`src/rtl/clkmd_pkg.sv`:
```
package clkmd_pkg;

  // number of clock groups and their bit positions on vector ports
  localparam int unsigned NGRP    = 7;
  localparam int unsigned G_CPU   = 0;
  localparam int unsigned G_SDRAM = 1;
  localparam int unsigned G_F66   = 2;
  localparam int unsigned G_PCI   = 3;
  localparam int unsigned G_USB   = 4;
  localparam int unsigned G_REF   = 5;
  localparam int unsigned G_APIC  = 6;

  typedef enum logic [1:0] {
    MD_RELEASE = 2'd0,
    MD_TEST    = 2'd1,
    MD_NORMAL  = 2'd2
  } md_e;

  typedef enum logic [1:0] {
    FC_66   = 2'd0,
    FC_100  = 2'd1,
    FC_133  = 2'd2,
    FC_NONE = 2'd3
  } fc_e;

  typedef struct packed {
    logic tri_n;
    logic f0;
    logic f1;
  } cfg_t;

  // mode from the strap triple
  function automatic md_e md_of(cfg_t c);
    if (c.tri_n)   return MD_NORMAL;
    else if (c.f0) return MD_TEST;
    else           return MD_RELEASE;
  endfunction

  // CPU group frequency target; only meaningful in normal mode
  function automatic fc_e cpu_fc_of(cfg_t c);
    if (!c.tri_n) return FC_NONE;
    case ({c.f0, c.f1})
      2'b00:   return FC_66;
      2'b10:   return FC_100;
      default: return FC_133;
    endcase
  endfunction

  // SDRAM group frequency target; 133 only for the single select pair
  function automatic fc_e sdram_fc_of(cfg_t c);
    if (!c.tri_n) return FC_NONE;
    if (!c.f0 && c.f1) return FC_133;
    return FC_100;
  endfunction

  // divider output level for a given count position within one period
  function automatic logic phase_high(int unsigned pos, int unsigned ratio);
    return pos < (ratio / 2);
  endfunction

endpackage

```
`src/rtl/clkmd_decode.sv`:
```
module clkmd_decode
  import clkmd_pkg::*;
(
  input  logic clk,
  input  logic rst_n,
  input  cfg_t cfg,
  output md_e  mode_q,
  output fc_e  cpu_fc_q,
  output fc_e  sdram_fc_q
);

  // configuration takes effect only on a rising edge
  always_ff @(posedge clk or negedge rst_n) begin
    if (!rst_n) begin
      mode_q     <= MD_RELEASE;
      cpu_fc_q   <= FC_NONE;
      sdram_fc_q <= FC_NONE;
    end else begin
      mode_q     <= md_of(cfg);
      cpu_fc_q   <= cpu_fc_of(cfg);
      sdram_fc_q <= sdram_fc_of(cfg);
    end
  end

endmodule

```
`src/rtl/clkmd_div.sv`:
```
module clkmd_div
  import clkmd_pkg::*;
#(
  parameter int unsigned RATIO = 4
) (
  input  logic clk,
  input  logic rst_n,
  input  logic run,
  output logic q
);

  localparam int unsigned CW   = $clog2(RATIO);
  localparam logic [CW-1:0] LAST = CW'(RATIO - 1);

  logic [CW-1:0] cnt;
  logic [CW-1:0] cnt_nxt;
  logic          armed;

  always_comb begin
    cnt_nxt = (cnt == LAST) ? '0 : cnt + CW'(1);
  end

  // cleared whenever not running; first running edge drives the output high
  always_ff @(posedge clk or negedge rst_n) begin
    if (!rst_n) begin
      cnt   <= '0;
      armed <= 1'b0;
      q     <= 1'b0;
    end else if (!run) begin
      cnt   <= '0;
      armed <= 1'b0;
      q     <= 1'b0;
    end else if (!armed) begin
      cnt   <= '0;
      armed <= 1'b1;
      q     <= 1'b1;
    end else begin
      cnt   <= cnt_nxt;
      q     <= phase_high(32'(cnt_nxt), RATIO);
    end
  end

endmodule

```
`src/rtl/clkmd_omux.sv`:
```
module clkmd_omux
  import clkmd_pkg::*;
(
  input  md_e             mode,
  input  logic [NGRP-1:0] div_clk,
  input  logic [NGRP-1:0] norm_clk,
  output logic [NGRP-1:0] grp_clk,
  output logic [NGRP-1:0] grp_oe
);

  always_comb begin
    case (mode)
      MD_TEST: begin
        grp_clk = div_clk;
        grp_oe  = '1;
      end
      MD_NORMAL: begin
        grp_clk = norm_clk;
        grp_oe  = '1;
      end
      default: begin
        grp_clk = '0;
        grp_oe  = '0;
      end
    endcase
  end

endmodule

```
`src/rtl/clk_mode_gen.sv`:
```
module clk_mode_gen
  import clkmd_pkg::*;
#(
  parameter int unsigned DIV_CPU   = 4,
  parameter int unsigned DIV_SDRAM = 4,
  parameter int unsigned DIV_F66   = 6,
  parameter int unsigned DIV_PCI   = 12,
  parameter int unsigned DIV_USB   = 2,
  parameter int unsigned DIV_APIC  = 12
) (
  input  logic            clk,
  input  logic            rst_n,
  input  logic            tri_en_n,
  input  logic            fsel0,
  input  logic            fsel1,
  input  logic [NGRP-1:0] norm_clk_in,
  output logic [NGRP-1:0] grp_clk,
  output logic [NGRP-1:0] grp_oe,
  output logic [1:0]      cpu_fcode,
  output logic [1:0]      sdram_fcode
);

  // ratio per group, indexed by bit position; ratio 1 means the test clock itself
  localparam int unsigned RATIO_TAB [0:NGRP-1] =
    '{DIV_CPU, DIV_SDRAM, DIV_F66, DIV_PCI, DIV_USB, 1, DIV_APIC};

  cfg_t            cfg;
  md_e             mode_q;
  fc_e             cpu_fc_q;
  fc_e             sdram_fc_q;
  logic            run_en;
  logic [NGRP-1:0] div_clk;

  assign cfg = '{tri_n: tri_en_n, f0: fsel0, f1: fsel1};

  clkmd_decode u_dec (
    .clk        (clk),
    .rst_n      (rst_n),
    .cfg        (cfg),
    .mode_q     (mode_q),
    .cpu_fc_q   (cpu_fc_q),
    .sdram_fc_q (sdram_fc_q)
  );

  // dividers run only while the registered mode is test
  assign run_en = (mode_q == MD_TEST);

  for (genvar g = 0; g < NGRP; g++) begin : g_grp
    if (RATIO_TAB[g] >= 2) begin : g_div
      clkmd_div #(.RATIO(RATIO_TAB[g])) u_div (
        .clk   (clk),
        .rst_n (rst_n),
        .run   (run_en),
        .q     (div_clk[g])
      );
    end else begin : g_pass
      assign div_clk[g] = clk;
    end
  end

  clkmd_omux u_mux (
    .mode     (mode_q),
    .div_clk  (div_clk),
    .norm_clk (norm_clk_in),
    .grp_clk  (grp_clk),
    .grp_oe   (grp_oe)
  );

  assign cpu_fcode   = cpu_fc_q;
  assign sdram_fcode = sdram_fc_q;

endmodule

```
`config.mk`:
```
export PLATFORM = sky130hd
export DESIGN_NAME = clk_mode_gen
export DESIGN_NICKNAME = d
export VERILOG_FILES = /design/src/rtl/clkmd_pkg.sv /design/src/rtl/clkmd_decode.sv /design/src/rtl/clkmd_div.sv /design/src/rtl/clkmd_omux.sv /design/src/rtl/clk_mode_gen.sv
export SDC_FILE = /design/constraint.sdc
export NUM_CORES = 1
export LEC_CHECK = 0
export BUFFER_PORTS_ARGS = -buffer_cell sky130_fd_sc_hd__buf_2
export CORE_UTILIZATION = 25
export CTS_CLUSTER_DIAMETER = 30
export CTS_CLUSTER_SIZE = 10
export DETAILED_ROUTE_END_ITERATION = 6
export PLACE_DENSITY_LB_ADDON = 0.1
export SYNTH_ARGS = -nofsm -noshare
export SYNTH_HDL_FRONTEND = slang
export SYNTH_HIERARCHICAL = 1
export SYNTH_SLANG_ARGS = --single-unit
export TNS_END_PERCENT = 5
```
`constraint.sdc`:
```
create_clock -name clk -period 1.7 [get_ports clk]
set_input_delay 0.085 -clock clk [delete_from_list [all_inputs] [get_ports clk]]
set_output_delay 0.085 -clock clk [all_outputs]
set_load 0.01 [all_outputs]
```
; ---- Word level (Yosys, flattened, before mapping)
; Index checks and enable logic that the tools add are counted.
[word_totals]
reg_bits = 29
inputBits = 12
wordCells = 83
[classes]
addsub = 6
n_lt_le_gt_ge = 6
eq_ne = 8
n_mux = 43
n_reduce_logical = 4
[op_table]
columns = operator, count
row1 = $mux 2, 12
row2 = $mux 4, 6
row3 = $mux 1, 19
row4 = $pmux 7 s2, 1
row5 = $mux 3, 3
row6 = $add 4x1->4 const B, 2
row7 = $eq 2x2->1 const B, 4
row8 = $eq 4x4->1 const B, 2
row9 = $lt 4x3->1 const B, 2
row10 = $mux 7, 1
row11 = $add 2x1->2 const B, 2
row12 = $lt 2x2->1 const B, 2
row13 = $pmux 2 s2, 1
row14 = $add 3x1->3 const B, 1
row15 = $eq 3x3->1 const B, 1
row16 = $lt 3x2->1 const B, 1
row17 = $eq 2x1->1 const B, 1
row18 = $logic_not 2->1, 1
row19 = $reduce_or 2->1, 1
row20 = $add 1x1->1 const B, 1
row21 = $logic_and 1x1->1, 1
row22 = $logic_not 1->1, 1
row23 = $lt 1x1->1 const B, 1

; ---- Longest topological paths before layout
; Gate-level depths: netlist of the first run.
[depth]
depth_word = 6
ltp_mapped = 5

; ---- Cells and area by module
; Netlist of the first run, hierarchy kept.
[by_module_without_submodules]
columns = mod, instances, cells_per_inst, area_each_um2, seq_area_each_um2
row1 = clkmd_div (g_grp[3].g_div.u_div ...), 2, 23, 266.5, 150.1
row2 = clkmd_div (g_grp[0].g_div.u_div ...), 2, 8, 138.9, 100.1
row3 = clkmd_decode, 1, 13, 185.2, 155.1
row4 = clkmd_div (g_grp[2].g_div.u_div), 1, 16, 185.2, 125.1
row5 = clkmd_omux, 1, 26, 165.2, 0.0
row6 = clkmd_div (g_grp[4].g_div.u_div), 1, 6, 92.6, 75.1
row7 = clk_mode_gen, 1, 1, 13.8, 0.0

==> summary.txt, run 1 <==
Placed design
  • Port Buf Inserts: 29
  • # placed instances: 218
  • RD Place Congestion: 0.707
  • Post-DP HPWL: 1850 um

Floorplanning
  • Initial core utilization: 0.262
  • I/O pin count: 30
  • Std-Cell Rows: 27
  • Die W: 78.2 um
  • DIE AREA: 6120 um2
  • Total core area: 5540 um2
  • Die height: 78.2 um

Synthesis
  • Synth warnings: 6
  • Share of flip-flops with an asynchronous set or reset: 1.00
  • Post-Syn Area: 1450 um2
  • Library cells used by synthesis: 31
  • Post-Syn Instances: 124
  • Register bit total from synthesis: 34
  • Syn nets: 142
  • EDFF count, synth: 0
  • Average footprint of a synthesized cell: 11.7 um2
  • Sequential share of the synthesized area: 0.589
  • Synth Flop Type: dfrtp_1

Clocking
  • # Post-CTS Setup Buffers: 0
  • CTS tree: built
  • Worst-Skew Late Latency: 0.38 ns
  • Clk slew on worst S/H paths: 0.06 ns

Global route
  • GRT Residual Overflow: 0
  • Number of global-route vias before repair: 988
  • GRT Overall Usage: 0.101
  • Global routing usage on met3: 0.0581
  • First-pass GRT wire length: 4470 um
  • Grt met2 use: 0.132
  • Antenna violations before repair: 0
  • Most used routing layer: met2
  • Met1 usage: 0.120
  • Largest net degree at the start of global routing: 35

Pwr
  • Overall power: 1.71 mW
  • P per Cell Area: 940 nW/um2
  • Worst vdd ir: 322 uV
  • Leakage power: 0.904 nW

Routing
  • Vias: 994
  • Detailed-router iteration count before antenna repair: 4
  • Total wire length: 2620 um
  • Antenna-violating nets left: 0
  • Initial DRC Count: 17
  • DR vias/cell: 4.25
  • DRC Markers: 0
  • Per-cell routed wire length: 11.2 um

Timing
  • Final Cycle Share: 0.925
  • Final Hold Viols: 0
  • Slew margin rel.: 0.493
  • Clock Skews: 0.00468 ns
  • Least-Margin Pin Slew: 0.760 ns
  • Max frequency: 636 MHz
  • Setup violators final: 0
  • Min Clock Period, post-route: 1.57 ns
  • RSZ-0062 raised after global routing: no
  • Slew Viols, Final: 0
  • Final TNS setup: 0 ns

Worst hold path
  • Hold Path Class: primary input to async pin

Job
  • Max cap viols: 0

Cells and area
  • Area of the multi-input gates: 514 um2
  • Register Area: 856 um2
  • Share of post-route cells with drive strength above 1: 0.296
  • Syn-to-layout area delta: 24.9%
  • Most frequent cells in the layout: dfrtp_1 (30), buf_2 (29), nor2_1 (12), inv_1 (9), clkbuf_8 (8)
  • N_diodes: 0
  • Filler Cell Count: 578
  • Final std cells w/o fill: 234
  • Fin nets: 179
  • Most common cell after layout, fill and taps aside: dfrtp_1

Outcome
  • Status: complete, no violations

Critical path
  • Critical Path End Type: primary output
  • Startpoint types: register
  • Critical setup path kind: register to primary output
  • CP max FO: 8
  • Worst Path Required: 1.62 ns
  • WP data arrival: 1.49 ns
[registers in the layout, indices dropped and copies added (netlist names)]
register,cells
u_dec/mode_q,2
g_grp.g_div.u_div/cnt,16
u_dec/cpu_fc_q,2
g_grp.g_div.u_div/armed,6
u_dec/sdram_fc_q,2
g_grp.g_div.u_div/q,6
[where the power goes]
group          switching, mW  total [mW]  leakage (nW)  internal [mW]
sequential           0.00999       0.843         0.451          0.833
combinational         0.0761       0.132         0.383         0.0557
clock                  0.288       0.731        0.0698          0.444
[kinds of logic (layout without fill, tap and decap cells)]
kind of cell | after synthesis | count (layout) | synth area share
and+or+nand+nor | 44 | 44 | 0.183
AOI/OAI and AO/OA | 22 | 22 | 0.109
muxes | 1 | 1 | 0.00689
buffers and inverters | 17 | 55 | 0.0603
adders and majority gates | 6 | 6 | 0.0517
DFF | 34 | 34 | 0.589
[worst paths after layout]
check                      cells past startpoint  slack (ns)                        start                          end
max                                            3        0.13              u_dec/mode_q[1]                    grp_oe[2]
min                                            2        0.31                        rst_n  g_grp[3].g_div.u_div/cnt[3]
max reg2reg                                    4        0.39  g_grp[6].g_div.u_div/cnt[0]       g_grp[6].g_div.u_div/q
min reg2reg                                    1        0.43   g_grp[4].g_div.u_div/armed       g_grp[4].g_div.u_div/q
max in group asynchronous                      2        0.90                        rst_n  g_grp[2].g_div.u_div/cnt[2]
min in group clk                               3        0.42                        fsel1            u_dec/cpu_fc_q[0]
[timing repair]
action	4_1_cts	5_1_grt
resized for setup	0	2
hold endpoints to repair	36	0
hold buffers	5	0
setup endpoints to repair	0	11
[metrics by stage]
stage	hold slack (ns)	utilization	cell area (um2)	setup slack [ns]
floorplan	-0.211	-	1450	0.462
global placement	0.202	0.296	1640	0.375
detailed placement	0.210	0.296	1640	0.395
CTS	0.340	0.327	1810	0.0322
global route	0.366	0.327	1810	0.00992
finish	0.313	0.327	1810	0.127
[layer usage]
metal / wire length, um / vias to the layer above / part of all wire
li1: - / 505 / -
met1: 1230 / 459 / 0.47
met2: 1180 / 27 / 0.45
met4: 27 / 0 / 0.010
met3: 181 / 3 / 0.069
met5: 0 / - / 0
[final cells by class]
class                           count  share of cell area
Multi-Input combinational cell     73               0.283
Timing Repair Buffer               33               0.105
Clock buffer                       12              0.0697
Inverter                           10              0.0207
Sequential cell                    34               0.472
Tap cell                           72              0.0497
[critical path, cell delays in order (launching register included)]
cell and delay [ns]:
dfrtp_1 0.42, ha_2 0.43, inv_1 0.11, buf_2 0.15
[cells in the mapped netlist (all sizes together) (3+ instances only)]
library cell | number | area (um2)
inv | 10 | 37.5
dfstp | 4 | 105
nor2 | 12 | 45.0
a22oi | 7 | 52.6
nor2b | 3 | 28.8
nand2 | 6 | 22.5
buf | 7 | 50.0
dfrtp | 30 | 751
and3 | 7 | 46.3
o21ai | 5 | 25.0
a21boi | 3 | 22.5
ha | 6 | 75.1
and2 | 5 | 31.3
Note: power is estimated with default switching activity, not from simulation.
==> run 2, diff against run 1 <==
Settings changed: SYNTH_HIERARCHICAL 1 to default.
==> run 2 against run 1 <==
Critical path depth is 2 higher. Flip-flop and latch count is 5 lower. First-iteration DRC count increased by 35%. Synthesized cell count down 0.81%. Area after synthesis decreased by 13%. Total power shrank 5.6%. Sequential power fell by 15%. Via count decreased by 5.5%. Largest power group is now the clock network.
==> summary.txt, run 2 <==
Outcome
  • Status: complete, no violations

Floorplanning
  • Std-Cell Rows: 25 (-7.4%)
  • Die W: 73.0 um (-6.7%)
  • I/O pin count: 30 (unchanged)
  • Die height: 73.0 um (-6.7%)
  • Total core area: 4790 um2 (-14%)
  • DIE AREA: 5330 um2 (-13%)
  • Initial core utilization: 0.263 (+0.00107)

Routing
  • Initial DRC Count: 23 (+6)
  • DR vias/cell: 4.10 (-3.5%)
  • Antenna-violating nets left: 0 (unchanged)
  • DRC Markers: 0 (unchanged)
  • Total wire length: 2710 um (+3.2%)
  • Per-cell routed wire length: 11.8 um (+5.5%)
  • Vias: 939 (-5.5%)
  • Detailed-router iteration count before antenna repair: 4 (unchanged)

Pwr
  • P per Cell Area: 967 nW/um2 (+2.8%)
  • Overall power: 1.61 mW (-5.6%)
  • Sequential share of power: 0.446 (-0.048)
  • Worst vdd ir: 432 uV (+34%)
  • Pint: 1.25 mW (-6.0%)
  • Leakage power: 0.810 nW (-10%)
  • Clock share of power: 0.470 (+0.041)
  • Net Sw Power: 0.359 mW (-4.0%)
  • Switching Share: 0.223 (+0.00369)
  • Comb pwr share: 0.084 (+0.007)

Synthesis
  • Compound-Gate Fraction of Synth Area: 0.110 (+0.00170)
  • Top post-synthesis cells by area: dfrtp_1 (50%), dfstp_2 (8.3%), nor2_1 (7.4%)
  • XOR/XNOR share of the synthesized area: 0.0139 (+0.0139)
  • Mux share of post-synthesis cell area: 0.00794 (+0.00105)
  • Synth warnings: 0 (-6)
  • Library cells used by synthesis: 26 (-16%)
  • Post-Synth Adder-Cell Area: 0.0397 (-0.0120)
  • Post-Syn Instances: 123 (-0.81%)
  • Sequential share of the synthesized area: 0.580 (-0.00921)
  • Post-Syn Area: 1260 um2 (-13%)
  • Simple-Gate Fraction of Synth Area: 0.167 (-0.0166)
  • Synth Flop Type: dfrtp_1
  • Register bit total from synthesis: 29 (-15%)
  • Share of flip-flops with an asynchronous set or reset: 1.00 (unchanged)
  • EDFF count, synth: 0 (unchanged)
  • Post-synth top area share: 0.497 (-0.0203)
  • Area leader, netlist: dfrtp_1
  • Syn nets: 139 (-2.1%)
  • Largest family of logic cells by synthesized area: simple AND/OR/NAND/NOR gates
  • Average footprint of a synthesized cell: 10.2 um2 (-13%)
  • Synth cell count leaders: dfrtp_1 (25), nor2_1 (25), inv_1 (11)

Worst hold path
  • Hold Path Class: primary input to async pin

Cells and area
  • Utilization after layout: 0.348 (+0.0205)
  • Register Area: 731 um2 (-15%)
  • Share of post-route cells with drive strength above 1: 0.333 (+0.0370)
  • Final std cells w/o fill: 229 (-2.1%)
  • Reg with most FFs: g_grp.g_div.u_div.cnt
  • Largest registers: g_grp.g_div.u_div.cnt x16, g_grp.g_div.u_div.q x6
  • Fin nets: 177 (-1.1%)
  • Max FFs per register: 16 (unchanged)
  • Area of the multi-input gates: 452 um2 (-12%)
  • Syn-to-layout area delta: 32.2%
  • Most frequent cells in the layout: buf_2 (30), nor2_1 (25), dfrtp_1 (25), inv_1 (11), clkbuf_8 (9)
  • N_diodes: 0 (unchanged)
  • Most common cell after layout, fill and taps aside: buf_2
  • Filler Cell Count: 487 (-16%)
  • Cell area after layout: 1670 um2 (-8.2%)

Timing
  • Setup violators final: 0 (unchanged)
  • Least-Margin Pin Slew: 0.665 ns (-0.0955 ns)
  • Max frequency: 628 MHz (-1.2%)
  • Hold slack: 0.275 ns (-0.0377 ns)
  • Min Clock Period, post-route: 1.59 ns (+0.0193 ns)
  • Clock Skews: 0.00589 ns (+0.00120 ns)
  • Slew Viols, Final: 0 (unchanged)
  • Final Cycle Share: 0.937 (+0.0113)
  • Setup ws final: 0.108 ns (-0.0193 ns)
  • RSZ-0062 raised after global routing: no
  • Final TNS setup: 0 ns (unchanged)
  • Slew margin rel.: 0.557 (+0.0636)
  • Final Hold Viols: 0 (unchanged)

Placed design
  • RD Place Congestion: 0.738 (+4.4%)
  • # placed instances: 211 (-3.2%)
  • Port Buf Inserts: 29 (unchanged)
  • Area of placed instances: 1440 um2 (-12%)
  • Post-DP HPWL: 1880 um (+1.8%)
  • Pre-CTS setup slack: 0.427 ns (+0.0325 ns)

Critical path
  • Critical setup path kind: register to primary output
  • Worst Path Required: 1.62 ns (about the same)
  • WP data arrival: 1.51 ns (+0.02 ns)
  • CP max FO: 7 (-1)
  • Critical Path End Type: primary output
  • CP Launch Point: u_dec.mode_q[0]
  • Reg2reg start: g_grp[6].g_div.u_div.cnt[0]
  • Startpoint types: register

Global route
  • Largest net degree at the start of global routing: 30 (-14%)
  • GRT Residual Overflow: 0 (unchanged)
  • GRT Overall Usage: 0.121 (+0.0195)
  • Number of global-route vias before repair: 991 (+0.30%)
  • Antenna violations before repair: 0 (unchanged)
  • First-pass GRT wire length: 4440 um (-0.78%)

Clocking
  • CTS tree: built
  • Worst-Skew Late Latency: 0.38 ns (about the same)
  • Clk slew on worst S/H paths: 0.05 ns (about the same)

Job
  • Max cap viols: 0 (unchanged)
run 2: path summary, 6_finish.rpt:
path / slack (ns) / to / cells past startpoint
max reg2reg: 0.44 / g_grp[6].g_div.u_div.q / 4
min: 0.28 / g_grp[4].g_div.u_div.cnt / 2
min in group clk: 0.42 / g_grp[2].g_div.u_div.cnt[0] / 1
max: 0.11 / grp_clk[2] / 5
max in group asynchronous: 0.99 / g_grp[3].g_div.u_div.armed / 2
min reg2reg: 0.42 / g_grp[2].g_div.u_div.cnt[0] / 1
run 2: final cells by class:
| class | instances | area share |
|---|---|---|
| multi-input combinational | 73 | 0.271 |
| sequential | 29 | 0.439 |
| tap | 67 | 0.0503 |
| timing repair buffer | 37 | 0.133 |
| inverter | 11 | 0.0248 |
| clock buffer | 12 | 0.0819 |
run 2: kinds of logic (layout without fill, tap and decap cells):
family,count (synthesis),count (layout)
DFF,29,29
adders and majority gates,4,4
muxes,1,1
buffers and inverters,21,60
xor gates and xnor gates,2,2
AOI/OAI and AO/OA,20,20
and+or+nand+nor,46,46
run 2: timing repair:
item,4_1_cts,5_1_grt
hold buffers,5,0
buffers inserted,0,1
resized for setup,0,7
endpoints found under the hold margin,31,0
endpoints found under the setup margin,0,14
run 2: power by group through the flow:
stage          Sequential, mW  Clock (mW)  Combinational (mW)
2_1_floorplan           0.729     0.00541              0.0724
3_3_place_gp            0.729     0.00750               0.122
3_5_place_dp            0.729     0.00750               0.121
4_1_cts                 0.717       0.783               0.131
5_1_grt                 0.719       0.834               0.153
6_report                0.718       0.757               0.136
run 2: per-layer routing:
metal  GRT usage  up-vias  wire length, um
met2       0.167       19             1330
li1            -      474                -
met1       0.143      441             1220
met3      0.0801        5              131
met5           0        -                0
met4      0.0588        0               25
run 2: critical path: stages, from the launching register on:
cell	delay [ns]
dfrtp_1	0.39
inv_1	0.07
ha_2	0.28
a22oi_1	0.12
nor2_1	0.13
buf_2	0.15
==> run 3, diff against run 2 <==
Settings changed: BUFFER_PORTS_ARGS -buffer_cell sky130_fd_sc_hd__buf_2 to default, DONT_BUFFER_PORTS from default to 1.
==> run 3 against run 2 <==
Fmax shrank 0.48%. Die area is the same. Non-clock buffer count shrank 29. Setup slack lost 0.0077 ns. Global-route usage grew 0.32 points. Via count shrank 8.9%. Final area shrank 8.7%. Final cell count shrank 13%.
==> summary.txt, run 3 (synthesized netlist as in run 2, its figures left out) <==
Pwr
  • Worst vdd ir: 444 uV (+2.6%)
  • P per Cell Area: 1080 nW/um2 (+12%)
  • Overall power: 1.64 mW (+1.9%)
  • Leakage power: 0.696 nW (-14%)

Critical path
  • Startpoint types: register
  • Levels on crit path: 5 (unchanged)
  • Cell chain of the critical path: inv_1 -> ha_2 -> buf_4 -> a22oi_1 -> nor2_1
  • CP max FO: 9 (+2)
  • Worst Path Buf+Inv: 2 (unchanged)
  • Max incr delay on CP: 0.38 ns (about the same)
  • Critical Path End Type: primary output
  • Worst Reg-to-Reg Cells: 5 (+1)
  • Worst Path Required: 1.62 ns (about the same)
  • Worst path slowest cell: dfrtp_1
  • Critical setup path kind: register to primary output
  • WP data arrival: 1.51 ns (about the same)
  • Top delay family on crit path: flip-flops

Cells and area
  • Syn-to-layout area delta: 20.7%
  • Filler Cell Count: 497 (+2.1%)
  • Share of post-route cells with drive strength above 1: 0.197 (-0.136)
  • Largest registers: g_grp.g_div.u_div.cnt x16, g_grp.g_div.u_div.q x6
  • Most common cell after layout, fill and taps aside: dfrtp_1
  • Utilization after layout: 0.318 (-0.0303)
  • N_diodes: 0 (unchanged)
  • Fin nets: 147 (-17%)
  • Most frequent cells in the layout: dfrtp_1 (25), nor2_1 (22), inv_1 (11), clkbuf_8 (10)
  • Reg with most FFs: g_grp.g_div.u_div.cnt
  • Max FFs per register: 16 (unchanged)
  • Final std cells w/o fill: 199 (-13%)

Routing
  • Total wire length: 2740 um (+1.2%)
  • Initial DRC Count: 36 (+57%)
  • DR vias/cell: 4.30 (+4.8%)
  • Detailed-router iteration count before antenna repair: 4 (unchanged)
  • Antenna-violating nets left: 0 (unchanged)
  • Vias: 855 (-8.9%)
  • DRC Markers: 0 (unchanged)
  • Per-cell routed wire length: 13.8 um (+16%)

Timing
  • Least-Margin Pin Slew: 0.361 ns (-0.304 ns)
  • Clock Skews: 0.00924 ns (+0.00336 ns)
  • Setup violators final: 0 (unchanged)
  • Final TNS setup: 0 ns (unchanged)
  • Slew Viols, Final: 0 (unchanged)
  • Final Cycle Share: 0.941 (+0.00452)
  • Final Hold Viols: 0 (unchanged)
  • Max frequency: 625 MHz (-0.48%)
  • Min Clock Period, post-route: 1.60 ns (+0.00768 ns)
  • Slew margin rel.: 0.760 (+0.203)

Floorplanning
  • Die W: 73.0 um (unchanged)
  • I/O pin count: 30 (unchanged)
  • Die height: 73.0 um (unchanged)
  • Std-Cell Rows: 25 (unchanged)
  • Total core area: 4790 um2 (unchanged)
  • DIE AREA: 5330 um2 (unchanged)
  • Initial core utilization: 0.263 (unchanged)

Clocking
  • Worst-Skew Late Latency: 0.38 ns (about the same)
  • CTS tree: built
  • Clk slew on worst S/H paths: 0.07 ns (+0.02 ns)

Global route
  • GRT Overall Usage: 0.124 (+0.00323)
  • Antenna violations before repair: 0 (unchanged)
  • First-pass GRT wire length: 4580 um (+3.3%)
  • GRT Residual Overflow: 0 (unchanged)
  • Largest net degree at the start of global routing: 30 (unchanged)
  • Number of global-route vias before repair: 888 (-10%)

Placed design
  • Port Buf Inserts: 0 (-100%)
  • # placed instances: 183 (-13%)
  • RD Place Congestion: 0.738 (about the same)
  • Post-DP HPWL: 1870 um (-0.82%)

Outcome
  • Status: complete, no violations

Job
  • Max cap viols: 0 (unchanged)

Worst hold path
  • Hold Path Class: primary input to async pin
[run 3: cell count changes in the layout (fill, tap and decap cells not counted), sizes merged]
cell / delta
clkbuf: -1
dlygate4sd3: -1
clkinv: +1
buf: -29
[run 3: final timing paths]
path                                                   from                     endpoint  slack, ns
worst max register to register  g_grp[3].g_div.u_div.cnt[0]       g_grp[3].g_div.u_div.q       0.44
worst min-delay path                                  rst_n  g_grp[3].g_div.u_div.cnt[0]       0.15
worst max-delay path                        u_dec.mode_q[1]                   grp_clk[0]       0.10
min in group clk                             norm_clk_in[1]                   grp_clk[1]       0.36
worst min register to register  g_grp[2].g_div.u_div.cnt[0]  g_grp[2].g_div.u_div.cnt[0]       0.42
max in group asynchronous                             rst_n            u_dec.cpu_fc_q[0]       1.32
[run 3: what timing repair did]
action,CTS,global route
hold buffers,5,0
hold endpoints to repair,35,0
setup endpoints to repair,1,13
buffers inserted,0,0
gates resized for setup,1,4
gates cloned,0,0
[run 3: final cells by class]
type	count	area (um2)	area share
flip-flops and latches	29	731	0.481
clock inverters	1	5.00	0.00329
repair buffers	8	82.6	0.0543
multi-input cells	73	439	0.289
inverters	11	41.3	0.0272
clock buffers	10	138	0.0905
well taps	67	83.8	0.0551
[run 3: per-stage QoR]
step / worst slack, ns / instance area [um2] / hold WS [ns]
2_1_floorplan: 0.432 / 1260 / -0.211
5_1_grt: -0.00842 / 1520 / 0.147
4_1_cts: 0.0177 / 1510 / 0.145
3_3_place_gp: 0.449 / 1310 / -0.210
6_report: 0.100 / 1520 / 0.145
3_5_place_dp: 0.426 / 1310 / -0.210
[run 3: metal layers]
metal | vias to the layer above | global-route usage | wire length [um]
met2 | 20 | 0.180 | 1310
met4 | 0 | 0.0784 | 52
li1 | 415 | - | -
met3 | 11 | 0.0594 | 167
met1 | 409 | 0.146 | 1210
met5 | - | 0 | 0
[run 3: power by group]
part	switching [mW]	internal (mW)	total (mW)	leakage, nW
combinational	0.0660	0.0330	0.0990	0.232
sequential	0.0117	0.710	0.721	0.384
clock	0.302	0.518	0.820	0.0796
total	0.380	1.26	1.64	0.696
